[config.mk]
export PLATFORM = sky130hd
export DESIGN_NAME = cfg_table_loader
export DESIGN_NICKNAME = d
export VERILOG_FILES = /design/src/rtl/cfgld_pkg.sv /design/src/rtl/cfgld_fetch.sv /design/src/rtl/cfgld_seq.sv /design/src/rtl/cfgld_wport.sv /design/src/rtl/cfg_table_loader.sv
export SDC_FILE = /design/constraint.sdc
export NUM_CORES = 1
export LEC_CHECK = 0
export BUFFER_PORTS_ARGS = -buffer_cell sky130_fd_sc_hd__buf_2
export CAP_MARGIN = 15
export CORE_ASPECT_RATIO = 1.4
export CORE_MARGIN = 1
export CORE_UTILIZATION = 35
export CTS_CLUSTER_SIZE = 20
export DETAILED_ROUTE_END_ITERATION = 16
export PLACE_DENSITY = 0.56
export SLEW_MARGIN = 20
export SYNTH_ARGS = -nofsm -noshare
export SYNTH_HDL_FRONTEND = slang
export SYNTH_HIERARCHICAL = 1
export SYNTH_SLANG_ARGS = --single-unit
[constraint.sdc]
create_clock -name clk -period 2.7 [get_ports clk]
set_clock_uncertainty 0.2 [all_clocks]
set_input_delay 0.27 -clock clk [delete_from_list [all_inputs] [get_ports clk]]
set_output_delay 0.27 -clock clk [all_outputs]
set_load 0.05 [all_outputs]
[src/rtl/cfgld_pkg.sv]
package cfgld_pkg;
    localparam int BYTE_W = 8;
    localparam int IAW    = 8;
    localparam int XAW    = 16;
    localparam int BAW    = 7;
    localparam int SHORT_W = 5;
    localparam int CNT_W  = SHORT_W + BYTE_W;

    typedef enum logic [1:0] {
        MD_IRAM  = 2'b00,
        MD_XWIDE = 2'b01,
        MD_BIT   = 2'b10,
        MD_XPAGE = 2'b11
    } mode_e;

    typedef enum logic [2:0] {
        ST_IDLE,
        ST_CTRL,
        ST_CNT,
        ST_AHI,
        ST_ALO,
        ST_DATA,
        ST_DONE
    } state_e;
endpackage

[src/rtl/cfgld_fetch.sv]
module cfgld_fetch #(
    parameter int ROM_AW = 12
) (
    input  logic              clk,
    input  logic              rst_n,
    input  logic              restart,
    input  logic              enable,
    output logic              rom_rd,
    output logic [ROM_AW-1:0] rom_addr,
    output logic              byte_vld
);
    logic [ROM_AW-1:0] ptr_q;

    assign rom_rd   = enable;
    assign rom_addr = ptr_q;

    always_ff @(posedge clk) begin
        if (!rst_n) begin
            ptr_q    <= '0;
            byte_vld <= 1'b0;
        end else begin
            byte_vld <= enable;
            if (restart)
                ptr_q <= '0;
            else if (enable)
                ptr_q <= ptr_q + 1'b1;
        end
    end
endmodule

[src/rtl/cfgld_seq.sv]
module cfgld_seq
    import cfgld_pkg::*;
#(
    parameter logic [BYTE_W-1:0] PAGE = 8'hE6
) (
    input  logic              clk,
    input  logic              rst_n,
    input  logic              start,
    input  logic              byte_vld,
    input  logic [BYTE_W-1:0] rom_byte,
    output logic              fetch_en,
    output logic              restart,
    output logic              busy,
    output logic              done,
    output logic              req_vld,
    output mode_e             req_mode,
    output logic [XAW-1:0]    req_addr,
    output logic [BYTE_W-1:0] req_data
);
    state_e             st_q, st_d;
    mode_e              mode_q;
    logic [CNT_W-1:0]   cnt_q;
    logic [XAW-1:0]     addr_q;
    logic               term;
    logic               at_rest;

    function automatic state_e after_hdr(input mode_e m, input logic [CNT_W-1:0] c);
        unique case (m)
            MD_XWIDE: after_hdr = ST_AHI;
            MD_BIT:   after_hdr = (c == '0) ? ST_CTRL : ST_DATA;
            default:  after_hdr = ST_ALO;
        endcase
    endfunction

    assign at_rest = (st_q == ST_IDLE) || (st_q == ST_DONE);

    // state register
    always_ff @(posedge clk) begin
        if (!rst_n) st_q <= ST_IDLE;
        else        st_q <= st_d;
    end

    // next state
    always_comb begin
        st_d = st_q;
        term = 1'b0;
        unique case (st_q)
            ST_IDLE, ST_DONE: if (start) st_d = ST_CTRL;
            ST_CTRL: if (byte_vld) begin
                if (rom_byte == '0) begin
                    st_d = ST_DONE;
                    term = 1'b1;
                end else if (rom_byte[5]) begin
                    st_d = ST_CNT;
                end else begin
                    st_d = after_hdr(mode_e'(rom_byte[7:6]),
                                     {{BYTE_W{1'b0}}, rom_byte[SHORT_W-1:0]});
                end
            end
            ST_CNT:  if (byte_vld) st_d = after_hdr(mode_q, {cnt_q[CNT_W-1:BYTE_W], rom_byte});
            ST_AHI:  if (byte_vld) st_d = ST_ALO;
            ST_ALO:  if (byte_vld) st_d = (cnt_q == '0) ? ST_CTRL : ST_DATA;
            ST_DATA: if (byte_vld && cnt_q == CNT_W'(1)) st_d = ST_CTRL;
            default: st_d = ST_IDLE;
        endcase
    end

    // record datapath
    always_ff @(posedge clk) begin
        if (!rst_n) begin
            mode_q <= MD_IRAM;
            cnt_q  <= '0;
            addr_q <= '0;
        end else if (byte_vld) begin
            unique case (st_q)
                ST_CTRL: if (rom_byte != '0) begin
                    mode_q <= mode_e'(rom_byte[7:6]);
                    cnt_q  <= rom_byte[5] ? {rom_byte[SHORT_W-1:0], {BYTE_W{1'b0}}}
                                          : {{BYTE_W{1'b0}}, rom_byte[SHORT_W-1:0]};
                end
                ST_CNT:  cnt_q <= {cnt_q[CNT_W-1:BYTE_W], rom_byte};
                ST_AHI:  addr_q[XAW-1:BYTE_W] <= rom_byte;
                ST_ALO: begin
                    unique case (mode_q)
                        MD_XPAGE: addr_q <= {PAGE, rom_byte};
                        MD_XWIDE: addr_q <= {addr_q[XAW-1:BYTE_W], rom_byte};
                        default:  addr_q <= {{(XAW-BYTE_W){1'b0}}, rom_byte};
                    endcase
                end
                ST_DATA: begin
                    addr_q <= addr_q + 1'b1;
                    cnt_q  <= cnt_q - 1'b1;
                end
                default: ;
            endcase
        end
    end

    // outputs
    always_comb begin
        fetch_en = !at_rest && !term;
        restart  = at_rest && start;
        busy     = !at_rest;
        done     = (st_q == ST_DONE);
        req_vld  = (st_q == ST_DATA) && byte_vld;
        req_mode = mode_q;
        req_addr = addr_q;
        req_data = rom_byte;
    end
endmodule

[src/rtl/cfgld_wport.sv]
module cfgld_wport
    import cfgld_pkg::*;
(
    input  logic              clk,
    input  logic              rst_n,
    input  logic              req_vld,
    input  mode_e             req_mode,
    input  logic [XAW-1:0]    req_addr,
    input  logic [BYTE_W-1:0] req_data,
    output logic              iw_en,
    output logic [IAW-1:0]    iw_addr,
    output logic [BYTE_W-1:0] iw_data,
    output logic              xw_en,
    output logic [XAW-1:0]    xw_addr,
    output logic [BYTE_W-1:0] xw_data,
    output logic              bw_en,
    output logic [BAW-1:0]    bw_addr,
    output logic              bw_val
);
    always_ff @(posedge clk) begin
        if (!rst_n) begin
            iw_en   <= 1'b0;
            xw_en   <= 1'b0;
            bw_en   <= 1'b0;
            iw_addr <= '0;
            iw_data <= '0;
            xw_addr <= '0;
            xw_data <= '0;
            bw_addr <= '0;
            bw_val  <= 1'b0;
        end else begin
            iw_en <= req_vld && (req_mode == MD_IRAM);
            xw_en <= req_vld && (req_mode == MD_XWIDE || req_mode == MD_XPAGE);
            bw_en <= req_vld && (req_mode == MD_BIT);
            if (req_vld) begin
                iw_addr <= req_addr[IAW-1:0];
                iw_data <= req_data;
                xw_addr <= req_addr;
                xw_data <= req_data;
                bw_addr <= req_data[BAW-1:0];
                bw_val  <= req_data[BYTE_W-1];
            end
        end
    end
endmodule

[src/rtl/cfg_table_loader.sv]
module cfg_table_loader
    import cfgld_pkg::*;
#(
    parameter int                ROM_AW = 12,
    parameter logic [BYTE_W-1:0] PAGE   = 8'hE6
) (
    input  logic              clk,
    input  logic              rst_n,
    input  logic              start,
    output logic              rom_rd,
    output logic [ROM_AW-1:0] rom_addr,
    input  logic [BYTE_W-1:0] rom_data,
    output logic              busy,
    output logic              done,
    output logic              iw_en,
    output logic [IAW-1:0]    iw_addr,
    output logic [BYTE_W-1:0] iw_data,
    output logic              xw_en,
    output logic [XAW-1:0]    xw_addr,
    output logic [BYTE_W-1:0] xw_data,
    output logic              bw_en,
    output logic [BAW-1:0]    bw_addr,
    output logic              bw_val
);
    logic              fetch_en, restart, byte_vld, req_vld;
    mode_e             req_mode;
    logic [XAW-1:0]    req_addr;
    logic [BYTE_W-1:0] req_data;

    cfgld_fetch #(.ROM_AW(ROM_AW)) fetch_i (
        .clk(clk), .rst_n(rst_n), .restart(restart), .enable(fetch_en),
        .rom_rd(rom_rd), .rom_addr(rom_addr), .byte_vld(byte_vld)
    );

    cfgld_seq #(.PAGE(PAGE)) seq_i (
        .clk(clk), .rst_n(rst_n), .start(start), .byte_vld(byte_vld),
        .rom_byte(rom_data), .fetch_en(fetch_en), .restart(restart),
        .busy(busy), .done(done), .req_vld(req_vld), .req_mode(req_mode),
        .req_addr(req_addr), .req_data(req_data)
    );

    cfgld_wport wport_i (
        .clk(clk), .rst_n(rst_n), .req_vld(req_vld), .req_mode(req_mode),
        .req_addr(req_addr), .req_data(req_data),
        .iw_en(iw_en), .iw_addr(iw_addr), .iw_data(iw_data),
        .xw_en(xw_en), .xw_addr(xw_addr), .xw_data(xw_data),
        .bw_en(bw_en), .bw_addr(bw_addr), .bw_val(bw_val)
    );
endmodule

Word-level counts from Yosys, hierarchy flattened
Cells that the tools add are included.

ROM bits: 0. Output and inout port bits: 66. Memories kept: 0. Input bits: 11. Latch bits: 0. Bits in writable memories: 0. Flip-flop bits (word level): 90.

Order comparisons: 0. Bitwise logic cells: 2. Eq/ne operators: 20. Add/subtract/negate cells: 3. Reduce and logical (&&, ||, !) cells: 30. Divide/modulo/power cells: 0. $mul: 0. Shifts and indexed selects: 0. Muxes and demuxes: 23.

Operators by type and width (count): $pmux 13 s3 (1); $mux 3 (11); $pmux 16 s2 (1); $logic_not 13->1 (2); $mux 13 (2); $pmux 8 s3 (1); $pmux 3 s6 (1); $add 16x1->16 const B (1); $pmux 8 s2 (1); $eq 13x1->1 const B (1); $sub 13x1->13 const B (1); $add 12x1->12 const B (1); $ne 2x2->1 const B (6); $pmux 3 s2 (2); $eq 3x3->1 const B (3); $reduce_and 3->1 (3); $logic_not 8->1 (1); $reduce_bool 8->1 (1); $logic_and 1x1->1 (7); $eq 2x2->1 const B (3); $eq 3x2->1 const B (2); $reduce_and 6->1 (1); $reduce_bool 3->1 (2); $logic_not 5->1 (1); other kinds (13) (22).

Depth between registers and ports, before layout
Depth after elaboration: 7. Depth in mapped cells: 11. Mapped depth without buffers: 9.

Modules after synthesis
Netlist, hierarchy kept.

By module, submodules not included: cfgld_seq (instances 1, cells each 340, area an instance 2544.9 um^2); cfgld_wport (instances 1, cells each 108, area an instance 1206.2 um^2); cfgld_fetch (instances 1, cells each 63, area an instance 591.8 um^2).

Worst setup path after synthesis
OpenSTA, ideal clock, no wires.

Path type: register -> register. Start point: register seq_i.st_q[1]. End point: register fetch_i.ptr_q[8] (netlist: fetch_i/rom_addr[8]). Path slack: 0.295 ns. Clock period less this slack: 2.405 ns. Required time: 2.429 ns. Library setup time: 0.071 ns. Arrival time: 2.134 ns. Cell stages (with the launch flop): 9. Cells stage by stage: dfxtp_1 > clkbuf_1 > nor2b_1 > and2_1 > a21oi_1 > buf_2 > nand3_1 > or4_1 > a21oi_1.

Longest elaborated chain between the ends: 4. Elaborated cells between the ends (all ways): 10. Those cells by class: eq/ne: 2; mux: 1; reduce/logical: 7.

Ends and longest elaborated chain: start: declaration (RTL line cfgld_seq.sv:20) `state_e st_q, st_d;`; start signal: assignment (RTL line cfgld_seq.sv:40) `else st_q <= st_d;`; $eq 3x3->1; net done (RTL line cfg_table_loader.sv:14) `output logic done,`; $logic_or 1x1->1 (RTL line cfgld_seq.sv:35) `assign at_rest = (st_q == ST_IDLE) || (st_q == ST_DONE);`; $logic_not 1->1 (RTL line cfgld_seq.sv:101) `fetch_en = !at_rest && !term;`; $logic_and 1x1->1 (RTL line cfgld_seq.sv:101); net fetch_en (RTL line cfg_table_loader.sv:25) `logic fetch_en, restart, byte_vld, req_vld;`; end signal: assignment (RTL line cfgld_fetch.sv:26) `ptr_q <= ptr_q + 1'b1;`; end: declaration (RTL line cfgld_fetch.sv:12) `logic [ROM_AW-1:0] ptr_q;`.

The timed path passes the listed nets, and every way through them passes these cells. A chain may end at the register's enable or synchronous reset.

Worst setup path in the final report
Start point: register seq_i.st_q[0]. End point: output rom_rd.

Longest elaborated chain between the ends: 4. Elaborated cells between the ends (all ways): 8. Those cells by class: eq/ne: 2; mux: 1; reduce/logical: 5.

Ends and longest elaborated chain: $eq 3x1->1, or another cell as far along (RTL line cfgld_seq.sv:47) `unique case (st_q)`; $mux 1 or $logic_or 1x1->1 (tied branches) (RTL line cfgld_seq.sv:47, cfgld_seq.sv:35); $logic_not 1->1 (RTL line cfgld_seq.sv:101); $logic_and 1x1->1 (*) (RTL line cfgld_seq.sv:101); end: declaration (RTL line cfg_table_loader.sv:10) `output logic rom_rd,`.

Mark *: on every way between the ends. The rest lies on a longest branch, timed or not.

==> flow_summary.rst <==
.. list-table::
   :header-rows: 1

   * - Metric
     - Value
   * - Share of the synthesized area in the top cell type
     - 34.1%
   * - Max Buffers Root-to-Sink
     - 2
   * - Sequential share of the synthesized area
     - 34.1%
   * - Largest area contributor in the synthesized netlist
     - sky130_fd_sc_hd__dfxtp_1
   * - Power density over the cells
     - 688 nW/um^2
   * - Half-perimeter wire length of the detailed placement result
     - 8.12 mm
   * - Overall die height
     - 134 um
   * - Number of I/O pins
     - 77
   * - Std cell rows
     - 47
   * - Area added between synthesis and finish
     - 14.0%
   * - Clk sinks
     - 74
   * - Critical path peak fanout
     - 19
   * - Cell internal pwr
     - 2.24 mW
   * - Die span in x
     - 96.1 um
   * - Wire length after detailed routing
     - 11.1 mm
   * - Synthesized net count
     - 534
   * - Measured slew at the worst slew-check pin
     - 0.879 ns
   * - Leftover overflow at the end of global routing
     - 0
   * - Post-Synthesis Cell Area
     - 4340 um^2
   * - Worst-case reg-to-reg path depth
     - 7
   * - Number of instances on the worst hold path
     - 3
   * - Worst setup slack before clock tree synthesis
     - 0.310 ns
   * - Number of gates resized after CTS
     - 0
   * - Pin count of the biggest net entering global routing
     - 27
   * - Final count of pins violating max slew
     - 0
   * - R2R Setup Slk
     - 0.26 ns
   * - CP Launch Type
     - flop
   * - Hold buffer count at cts
     - 0
   * - Post-synth EDFFs
     - 0
   * - Setup violators final
     - 0
   * - CTS clock-pin slew for the worst setup and hold paths
     - 0.06 ns
   * - Average routed wire per standard cell
     - 15.7 um
   * - Synth cell types
     - 62
   * - Post-Place Cells
     - 693
   * - Initial core utilization
     - 36.4%
   * - Multi-input combinational cell area
     - 2410 um^2
   * - Switching part of the total power
     - 34.3%
   * - First-pass DRT Iterations
     - 5
   * - CTS Root Cell
     - sky130_fd_sc_hd__clkbuf_16
   * - Worst Setup Path Type
     - reg2out
   * - Storage element area
     - 1480 um^2
   * - Total CTS buffers
     - 9
   * - Share of synthesized area spent on multiplexers
     - 6.91%
   * - Period Utilization, post-route
     - 91.7%
   * - Async set-or-reset flop fraction in the synthesized netlist
     - 0%
   * - Crit path DAT
     - 2.01 ns
   * - Clock latency reported for the late side of the worst-skew pair
     - 0.33 ns
   * - Adder-cell share of the synthesized area
     - 3.46%
   * - Final design instance area without fill
     - 4950 um^2
   * - Share of the synthesized area in compound gates (AO/OA/AOI/OAI)
     - 19.6%
   * - Switching power of the nets
     - 1.17 mW
   * - Path class of the lowest-slack min-delay path
     - in2reg
   * - Critical R2R Launch
     - seq_i/st_q[0]
   * - Worst reg2reg path endpoint
     - fetch_i/rom_addr[8]
   * - Placed Area
     - 4650 um^2
   * - Simple-gate share of the synthesized area
     - 23.8%
   * - Fmax
     - 404 MHz
   * - Required time worst endpoint
     - 2.23 ns
   * - Initial antenna violation count
     - 0
   * - Register bit count reported by yosys
     - 74
   * - Min Clock Period, post-route
     - 2.48 ns
   * - Number of standard cells after synthesis
     - 511
   * - Outcome
     - completed
   * - NumNets Final
     - 580
   * - Comb power frac
     - 27.8%
   * - WHS Endpoint
     - wport_i/xw_data[3]
   * - Post-route setup TNS
     - 0 ns
   * - Post-detailed-route count of antenna-violating nets
     - 0
   * - Number of setup buffers added after CTS
     - 0
   * - Core Region
     - 11,900 um^2
   * - Count of buffer and inverter cells on the critical path
     - 2
   * - Worst supply voltage drop on vdd
     - 477 uV
   * - Clock Power Share
     - 34.7%
   * - Clock tree from TritonCTS
     - built
   * - Critical path cell sequence
     - nor2b_1 > and2_1 > a21oi_1 > buf_4 > buf_2
   * - Sequential cell fraction of total power
     - 37.4%
   * - Avg Synthesized Cell Area
     - 8.50 um^2
   * - Final Hold Vio Count
     - 0
   * - Critical Path Max Stage Delay
     - 0.68 ns
   * - Largest family of logic cells by synthesized area
     - simple AND/OR/NAND/NOR gates
   * - Slowest cell on the critical path
     - sky130_fd_sc_hd__dfxtp_1
   * - Maxcap violations
     - 0
   * - Count of non-filler cells in the finished layout
     - 709
   * - RSZ-0062 raised after global routing
     - no
   * - First element of the critical path
     - seq_i/st_q[0]
   * - Fillers
     - 1,203
   * - Worst slew margin
     - 41.3%
   * - Via Count
     - 3,830
   * - First-pass GRT wire length
     - 17.7 mm
   * - Warnings, synthesis
     - 6
   * - Drc violations
     - 0
   * - Cell types with the largest area share after synthesis
     - sky130_fd_sc_hd__dfxtp_1 34%, sky130_fd_sc_hd__mux2i_1 6.9%, sky130_fd_sc_hd__buf_4 5.7%
   * - Overall global routing resource usage
     - 17.8%
   * - Hold path start
     - rom_data[3]
   * - Iter 0 DRT Violations
     - 175
   * - Count of input and output buffers
     - 76
   * - Ant. Diodes
     - 0
   * - Most common flop cell mapped by yosys
     - sky130_fd_sc_hd__dfxtp_1
   * - Capturing element type of the critical path
     - output port
   * - Vias in the first global route
     - 3,591
   * - Via density per instance
     - 5.40
   * - Die footprint
     - 12,900 um^2
   * - Fraction of layout cells with a size suffix above 1
     - 23.3%
   * - Delay-heaviest family, CP
     - flip-flops
   * - Leakage power of the design
     - 1.98 nW
   * - Placer's final routability congestion estimate
     - 0.875
   * - Maximum level of the CTS H-tree
     - 3
   * - Final worst setup slack
     - 0.225 ns
   * - Xor and xnor fraction of the mapped netlist area
     - 1.61%
[power groups by stage]
stage	Combinational (mW)	Sequential, mW	Clock, mW
after global placement	0.937	1.29	0
after floorplan	0.743	1.27	0
after CTS	0.943	1.27	1.21
final	0.948	1.28	1.18
after detailed placement	0.940	1.30	0
after global routing	1.03	1.29	1.27
[metal layers]
| layer | wire [um] | track usage [%] | up-vias |
|---|---|---|---|
| met1 | 4700 | 21.0 | 1800 |
| met3 | 440 | 3.74 | 26 |
| li1 | - | - | 1894 |
| met4 | 395 | 9.62 | 0 |
| met5 | 0 | 0 | - |
| met2 | 5580 | 29.5 | 110 |
[kinds of logic after synthesis]
logic type | count (synthesis)
AND/OR/NAND/NOR | 182
AO/OA/AOI/OAI | 131
buffers and inverters | 74
flip-flops | 74
multiplexers | 30
adder cells (fa/ha/maj) | 12
XOR/XNOR | 8
[Yosys cell counts, types with 4 or more instances]
| library cell | number |
|---|---|
| sky130_fd_sc_hd__nor4_2 | 4 |
| sky130_fd_sc_hd__inv_1 | 18 |
| sky130_fd_sc_hd__o22ai_1 | 4 |
| sky130_fd_sc_hd__a211oi_1 | 11 |
| sky130_fd_sc_hd__nand3_1 | 12 |
| sky130_fd_sc_hd__or3_1 | 6 |
| sky130_fd_sc_hd__dfxtp_1 | 74 |
| sky130_fd_sc_hd__o21ai_0 | 31 |
| sky130_fd_sc_hd__nand4_1 | 5 |
| sky130_fd_sc_hd__and3_1 | 5 |
| sky130_fd_sc_hd__clkbuf_1 | 10 |
| sky130_fd_sc_hd__buf_4 | 33 |
| sky130_fd_sc_hd__nand2b_1 | 7 |
| sky130_fd_sc_hd__nor2b_1 | 31 |
| sky130_fd_sc_hd__o21a_1 | 6 |
| sky130_fd_sc_hd__a221oi_1 | 4 |
| sky130_fd_sc_hd__a31oi_1 | 8 |
| sky130_fd_sc_hd__mux2i_1 | 30 |
| sky130_fd_sc_hd__nand2_1 | 34 |
| sky130_fd_sc_hd__buf_2 | 10 |
| sky130_fd_sc_hd__ha_1 | 12 |
| sky130_fd_sc_hd__nor3_1 | 7 |
| sky130_fd_sc_hd__a21oi_1 | 34 |
| sky130_fd_sc_hd__and2_1 | 7 |
| sky130_fd_sc_hd__nor2_1 | 38 |
| sky130_fd_sc_hd__xor2_1 | 5 |
[worst min-delay path: cells and delay by family]
kind                   cells  cell delay, ns
buffers and inverters      1            0.13
AND/OR/NAND/NOR            1            0.10
multiplexers               1            0.08
[worst max-delay path by stage]
stage	to	slack, ns	cells after the start
after floorplan	fetch_i/rom_addr[8]	0.30	8
after global placement	fetch_i/rom_addr[8]	0.36	11
after detailed placement	fetch_i/rom_addr[8]	0.31	11
after CTS	rom_rd	0.26	5
after global routing	fetch_i/rom_addr[10]	0.12	7
final	rom_rd	0.22	5
[stage by stage]
step	utilization (%)	hold WS, ns	total power, mW
2_1_floorplan	-	0.197	2.01
3_3_place_gp	39.0	0.258	2.23
3_5_place_dp	39.0	0.257	2.24
4_1_cts	41.5	0.0785	3.43
5_1_grt	41.5	0.0724	3.59
6_report	41.5	0.0870	3.41
[layout make-up]
| class | count | area share [%] |
|---|---|---|
| repair buffers | 91 | 10.2 |
| well taps | 147 | 3.72 |
| inverters | 18 | 1.37 |
| clock buffers | 11 | 4.90 |
| flip-flops and latches | 74 | 29.9 |
| clock inverters | 5 | 1.09 |
| multi-input cells | 363 | 48.8 |
[state kept, by name (all words and copies together), names as in the netlist]
name and flops:
wport_i/bw_en 1, seq_i/st_q 3, wport_i/iw_addr 7, fetch_i/rom_addr 12, seq_i/cnt_q 13, seq_i/req_mode 2
fetch_i/byte_vld 1, wport_i/iw_en 1, wport_i/xw_data 8, wport_i/xw_en 1, wport_i/xw_addr 9, seq_i/req_addr 16
[placed cells by master (no fill, tap or decap), types with 4 or more instances in the layout]
| cell type | count |
|---|---|
| sky130_fd_sc_hd__a31oi_1 | 8 |
| sky130_fd_sc_hd__xor2_1 | 5 |
| sky130_fd_sc_hd__a21oi_1 | 34 |
| sky130_fd_sc_hd__and3_1 | 5 |
| sky130_fd_sc_hd__dfxtp_1 | 74 |
| sky130_fd_sc_hd__nor2b_1 | 31 |
| sky130_fd_sc_hd__nand2_1 | 34 |
| sky130_fd_sc_hd__nor4_2 | 4 |
| sky130_fd_sc_hd__o22ai_1 | 4 |
| sky130_fd_sc_hd__nor2_1 | 37 |
| sky130_fd_sc_hd__and2_1 | 7 |
| sky130_fd_sc_hd__o21ai_0 | 31 |
| sky130_fd_sc_hd__a221oi_1 | 4 |
| sky130_fd_sc_hd__o21a_1 | 6 |
| sky130_fd_sc_hd__clkbuf_16 | 9 |
| sky130_fd_sc_hd__nand3_1 | 12 |
| sky130_fd_sc_hd__nand2b_1 | 7 |
| sky130_fd_sc_hd__buf_2 | 76 |
| sky130_fd_sc_hd__nor3_1 | 7 |
| sky130_fd_sc_hd__buf_4 | 14 |
| sky130_fd_sc_hd__inv_1 | 18 |
| sky130_fd_sc_hd__a211oi_1 | 11 |
| sky130_fd_sc_hd__mux2i_1 | 30 |
| sky130_fd_sc_hd__nand4_1 | 5 |
| sky130_fd_sc_hd__or3_1 | 6 |
| sky130_fd_sc_hd__ha_1 | 12 |
Note: power is estimated with default switching activity, not from simulation.
